[src/rtl/lp_sleep_ctrl.sv]
module lp_sleep_ctrl #(
  parameter int NSRC       = 16,
  parameter int SYNC_DEPTH = 2
) (
  input  logic            clk,
  input  logic            rst_n,
  input  logic            sleep_req,
  input  logic            cfg_stby_sel,
  input  logic            cfg_lowspd_on,
  input  logic            cfg_tmr_src,
  input  logic [NSRC-1:0] irq_req,
  input  logic [NSRC-1:0] irq_en,
  input  logic            irq_mask,
  output logic            core_clk_en,
  output logic            adc_clk_en,
  output logic            pwm_clk_en,
  output logic            exc_start,
  output logic [1:0]      mode
);
  typedef enum logic [1:0] {M_ACTIVE = 2'd0, M_SLEEP = 2'd1, M_WAKE = 2'd2} mode_t;

  mode_t           state;
  logic [NSRC-1:0] sync_q [SYNC_DEPTH];

  always_ff @(posedge clk or negedge rst_n) begin
    if (!rst_n) begin
      for (int i = 0; i < SYNC_DEPTH; i++) sync_q[i] <= '0;
    end else begin
      sync_q[0] <= irq_req;
      for (int i = 1; i < SYNC_DEPTH; i++) sync_q[i] <= sync_q[i-1];
    end
  end

  wire entry_ok = !cfg_stby_sel && cfg_lowspd_on && cfg_tmr_src;
  wire wake_hit = !irq_mask && |(sync_q[SYNC_DEPTH-1] & irq_en);

  always_ff @(posedge clk or negedge rst_n) begin
    if (!rst_n) state <= M_ACTIVE;
    else begin
      case (state)
        M_ACTIVE: if (sleep_req && entry_ok && !wake_hit) state <= M_SLEEP;
        M_SLEEP:  if (wake_hit) state <= M_WAKE;
        M_WAKE:   state <= M_ACTIVE;
        default:  state <= M_ACTIVE;
      endcase
    end
  end

  wire asleep = (state == M_SLEEP);
  assign core_clk_en = !asleep;
  assign adc_clk_en  = !asleep;
  assign pwm_clk_en  = !asleep;
  assign exc_start   = (state == M_WAKE);
  assign mode        = state;

  assert_enter_R1: assert property (@(posedge clk) disable iff (!rst_n)
    (mode == 2'd0 && sleep_req && !cfg_stby_sel && cfg_lowspd_on && cfg_tmr_src
     && !(!irq_mask && |(sync_q[SYNC_DEPTH-1] & irq_en))) |=> mode == 2'd1);

  assert_bad_cfg_R2: assert property (@(posedge clk) disable iff (!rst_n)
    (mode == 2'd0 && !(!cfg_stby_sel && cfg_lowspd_on && cfg_tmr_src)) |=> mode != 2'd1);

  assert_clk_gate_R3: assert property (@(posedge clk) disable iff (!rst_n)
    $fell(core_clk_en) |-> $past(mode) == 2'd0 && $past(sleep_req));

  assert_stay_R4: assert property (@(posedge clk) disable iff (!rst_n)
    (mode == 2'd1 && (irq_mask || (sync_q[SYNC_DEPTH-1] & irq_en) == '0)) |=> mode == 2'd1);

  assert_pulse_len_R6: assert property (@(posedge clk) disable iff (!rst_n)
    exc_start |=> !exc_start && mode == 2'd0);

  assert_no_enter_pending_R7: assert property (@(posedge clk) disable iff (!rst_n)
    (mode == 2'd0 && !irq_mask && |(sync_q[SYNC_DEPTH-1] & irq_en)) |=> mode == 2'd0);

  assert_mode_code_R9: assert property (@(posedge clk) disable iff (!rst_n)
    mode != 2'd3);

  assert_from_sleep_R11: assert property (@(posedge clk) disable iff (!rst_n)
    $rose(exc_start) |-> $past(mode) == 2'd1);
endmodule

[config.mk]
export PLATFORM = sky130hd
export DESIGN_NAME = lp_sleep_ctrl
export DESIGN_NICKNAME = d
export VERILOG_FILES = /design/src/rtl/lp_sleep_ctrl.sv
export SDC_FILE = /design/constraint.sdc
export NUM_CORES = 1
export LEC_CHECK = 0
export BUFFER_PORTS_ARGS = -buffer_cell sky130_fd_sc_hd__buf_2
export CAP_MARGIN = 20
export CORE_ASPECT_RATIO = 1.2
export CORE_MARGIN = 5
export CORE_UTILIZATION = 40
export DETAILED_ROUTE_END_ITERATION = 16
export PLACE_DENSITY = 0.81
export SLEW_MARGIN = 0
export SYNTH_ARGS = -nofsm -noshare
export SYNTH_HDL_FRONTEND = slang
export SYNTH_SLANG_ARGS = --single-unit
export TNS_END_PERCENT = 1
[constraint.sdc]
create_clock -name clk -period 1.3 [get_ports clk]
set_clock_uncertainty 0.1 [all_clocks]
set_input_delay 0.13 -clock clk [delete_from_list [all_inputs] [get_ports clk]]
set_output_delay 0.13 -clock clk [all_outputs]
set_load 0.01 [all_outputs]
# == Word-level counts from Yosys, hierarchy flattened ==
# Index checks and enable logic that the tools add are counted.
# word_totals
register_bits,34
latchBits,0
mem_bits_rw,0
mem_bits_ro,0
inputBits,39
out_inout_bits,6
memories,0
# classes
n_addsub,0
mul,0
div_mod_pow,0
n_lt_le_gt_ge,0
eq_ne,4
shift,0
n_mux,3
n_bitwise,1
reduce_logical,12
# op_table
op,n
16-bit AND,1
16-bit OR reduction,1
1-bit logical AND,5
1-bit zero test,4
2-bit 2-to-1 mux,2
"2-bit inequality test, second input constant",2
2-bit case mux with 2 select lines,1
"2-bit by 1-bit equality test with 1-bit output, second input constant",1
"2-bit equality test, second input constant",1
2-bit zero test,1
2-bit AND reduction,1

# == Depth between registers and ports, before layout ==
# logic_depth
ltp_word,7
depth_mapped,4
depth_no_buf,4

# == Worst setup path after synthesis ==
# OpenSTA, ideal clock, no wires.
# synth_path
kind,register -> register
startpoint,register sync_q[5] (netlist name)
endpoint,"register state[1], in the netlist mode[1]"
setup_time_ns,0.127
t_arrival_ns,0.970
setup_slack_ns,0.103
stages_incl_launch_ff,5
path_buffers,0
cell_sequence,dfrtp_1 -> a22o_1 -> a221oi_2 -> and4_1 -> nor3_1
# synth_between
elab_chain_cells,7
word_cells_on_any_way,8
cone_classes,2 x eq/ne; 1 x bitwise; 5 x reduce/logical
# synth_lines
element,line,text
start: declaration,23,logic [NSRC-1:0] sync_q [SYNC_DEPTH];
16-bit AND *,35,wire wake_hit = !irq_mask && |(sync_q[SYNC_DEPTH-1] & irq_en);
16-bit OR reduction *,35,
1-bit logical AND *,35,
1-bit zero test,41,M_ACTIVE: if (sleep_req && entry_ok && !wake_hit) state <= M_SLEEP;
1-bit logical AND,41,
2-bit inequality test (no source line),n/a,
2-bit AND reduction (no source line) *,n/a,
end signal: assignment,41,
end signal: assignment,42,M_SLEEP: if (wake_hit) state <= M_WAKE;
end signal: assignment,43,M_WAKE: state <= M_ACTIVE;
end: declaration,22,mode_t state;
# Every way passes the cells marked *; elsewhere a longest branch is shown, timed or not.
# A chain may end at the register's enable or synchronous reset.

# == Worst setup path after layout ==
# layout_path
startpoint,register sync_q[1] (netlist name)
endpoint,"register state[0], in the netlist mode[0]"
# The elaborated chain is that of the path after synthesis.

==> impl_metrics.json <==
{
  "max_freq_ghz": 0.774,
  "critical_path.cell_chain": "a22o_1, a221oi_2, and4_1, o21a_1",
  "post_cts_buffers": 0,
  "viasPerCell": 4.49,
  "clockBufferDepth": 2,
  "hold_start": "cfg_lowspd_on",
  "final_antenna_net_count": 0,
  "portBuffers": 44,
  "numCtsBuffers": 5,
  "synth_top_area_cell": "dfrtp_1",
  "design_area_sq_mm": 0.00154,
  "wl_per_cell_um": 15.5,
  "clkSlewWorstSetupHoldPaths_ns": 0.10,
  "critPathMaxFanout": 2,
  "antenna_cells": 0,
  "use_met3_pct": 6.37,
  "die_x_um": 55.9,
  "fp-row-count": 20,
  "required_ns": 1.47,
  "drt-initial-drc-count": 19,
  "gr-max-usage-layer": "met2",
  "placed_cells": 128,
  "num-fill-cells": 160,
  "layout-drive-gt1-share_pct": 47.9,
  "r2r_start": "sync_q[1]",
  "via_count": 691,
  "grt_usage_pct": 15.7,
  "ff2ff_path_depth": 4,
  "yosys_warnings": 0,
  "final_core_util_pct": 62.0,
  "tritoncts": "built",
  "power.density_mw_per_mm2": 1230,
  "antenna_found_initial": 0,
  "period_needed_ns": 1.29,
  "rrSetupSlack_ns": 0.008,
  "slowest_delay_ns": 0.39,
  "initial_core_util_pct": 40.8,
  "grtUsageMet1_pct": 13.8,
  "crit_path_start_kind": "flop",
  "final_nets": 159,
  "hold_viol": 0,
  "die_area_sq_mm": 0.00364,
  "peakVddDrop_v": 0.00114,
  "totalPowerFinal_w": 0.00190,
  "grt_overflow": 0,
  "worstPathArrival_ns": 1.46,
  "relSlewSlack_pct": 73.1,
  "grt_pass1_vias": 818,
  "outcome": "finished clean",
  "postSynthCellCount": 52,
  "rsz0062_at_grt": "true",
  "slowest_stage": "dfrtp_1",
  "cts.sinks": 34,
  "ctsHtreeMaxLevel": 2,
  "setup_viol": 0,
  "netlist_area_sq_mm": 0.00101,
  "first_pass_iters": 3,
  "period_share_pct": 99.4,
  "yosysTopAreaCellShare_pct": 84.2,
  "route.detailed.drc": 0,
  "synth_nets": 91,
  "crit_type": "flop to flop",
  "wirelength_um": 2380,
  "area_growth_syn_to_layout_pct": 51.9,
  "synth.distinct_cells": 12,
  "gp_congestion": 0.730,
  "root_buffer": "clkbuf_4",
  "synth.area.top_cells": "dfrtp_1 84%, a221oi_2 5.9%, a22o_1 3.5%",
  "finalNonFillerCells": 154,
  "worst_slew_pin_slew_ns": 0.403,
  "r2r-end": "mode[0]",
  "avgSynthCellArea_sq_um": 19.4,
  "hold_depth": 4,
  "synth_seq_cells": 34,
  "die_y_um": 65.1,
  "cap_violations": 0,
  "fin_tns_setup_ns": 0,
  "whs_endpoint": "mode[0]",
  "slew_violations": 0,
  "worst_setup_path_end_kind": "flop",
  "p_leak_nw": 0.751,
  "design.core.area_sq_mm": 0.00248,
  "hold_class": "primary input to flop",
  "ios": 45,
  "clock_latency_ns": 0.33,
  "grt_max_degree": 35,
  "synth_seq_area_share_pct": 84.2,
  "grt_pass1_wl_um": 3930,
  "place_area_sq_mm": 0.00126,
  "grt_use_met2_pct": 29.1
}
repair_timing:
| item | 4_1_cts | 5_1_grt |
|---|---|---|
| hold endpoints to repair | 52 | 0 |
| hold buffers | 18 | 0 |
| resized for setup | 1 | 3 |
| pin swaps | 2 | 2 |
| endpoints found under the setup margin | 5 | 6 |
synth_stat cells:
master and instances:
a221oi_2 4, o21a_1 1, inv_1 1, a41oi_1 1
and4_1 1, nand2b_1 1, dfrtp_1 34, nor2_1 1
buf_4 2, nor2b_1 1, nor3_1 1, a22o_1 4
flip-flops by register name, summed over array words and instances, names as in the netlist:
| register | flops |
|---|---|
| mode | 2 |
| sync_q | 32 |
layer usage:
| metal | part of all wire, % | vias up |
|---|---|---|
| met3 | 8.0 | 6 |
| met5 | 0 | - |
| met4 | 2.6 | 0 |
| li1 | - | 317 |
| met1 | 32 | 333 |
| met2 | 58 | 35 |
power by group:
group	total, W	switching, W	internal (W)
sequential	0.00113	0.0000208	0.00111
clock	0.000593	0.000334	0.000260
combinational	0.000172	0.0000662	0.000106
cell families (layout without fill, tap and decap cells):
kind of cell	count (synthesis)	after routing	synth area share [%]
buf+inv	3	72	1.86
simple gates	5	5	2.97
flops	34	34	84.2
compound gates	10	10	11.0
final cells by class:
| class | count | area (sq um) | share of cell area [%] |
|---|---|---|---|
| clock buffers | 6 | 51.3 | 3.34 |
| multi-input cells | 15 | 149 | 9.70 |
| inverters | 1 | 3.75 | 0.244 |
| flip-flops and latches | 34 | 851 | 55.4 |
| well taps | 33 | 41.3 | 2.69 |
| clock inverters | 2 | 12.5 | 0.815 |
| repair buffers | 63 | 427 | 27.8 |
placed cells by master, fill, tap and decap left out, drive strengths merged:
| cell type | netlist | routed |
|---|---|---|
| clkinvlp | 0 | 1 |
| nor3 | 1 | 1 |
| nor2b | 1 | 1 |
| nor2 | 1 | 1 |
| buf | 2 | 45 |
| dfrtp | 34 | 34 |
| clkbuf | 0 | 6 |
| a221oi | 4 | 4 |
| dlygate4sd3 | 0 | 18 |
| clkinv | 0 | 1 |
| a41oi | 1 | 1 |
| a22o | 4 | 4 |
| inv | 1 | 1 |
| o21a | 1 | 1 |
| and4 | 1 | 1 |
| nand2b | 1 | 1 |
worst max-delay path: cells and delay by family, from the launching register on:
| family | cells | cell delay, ns |
|---|---|---|
| AOI/OAI and AO/OA | 3 | 0.52 |
| DFF | 1 | 0.39 |
| and+or+nand+nor | 1 | 0.23 |
worst max-delay path by stage:
stage	start	endpoint	slack, ns	cells after the start
global placement	sync_q[4]	mode[1]	0.04	4
global route	sync_q[1]	mode[0]	-0.07	4
detailed placement	sync_q[4]	mode[0]	0.0009	4
CTS	sync_q[4]	mode[0]	-0.009	4
finish	sync_q[1]	mode[0]	0.008	4
floorplan	sync_q[5]	mode[1]	0.10	4
stage by stage:
step / hold WS (ns) / setup WS [ns]
floorplan: -0.266 / 0.103
finish: 0.113 / 0.00795
global placement: 0.0542 / 0.0406
detailed placement: 0.0685 / 0.000930
global route: 0.142 / -0.0748
CTS: 0.107 / -0.00888
No activity file was read; power rests on OpenSTA's default activity.
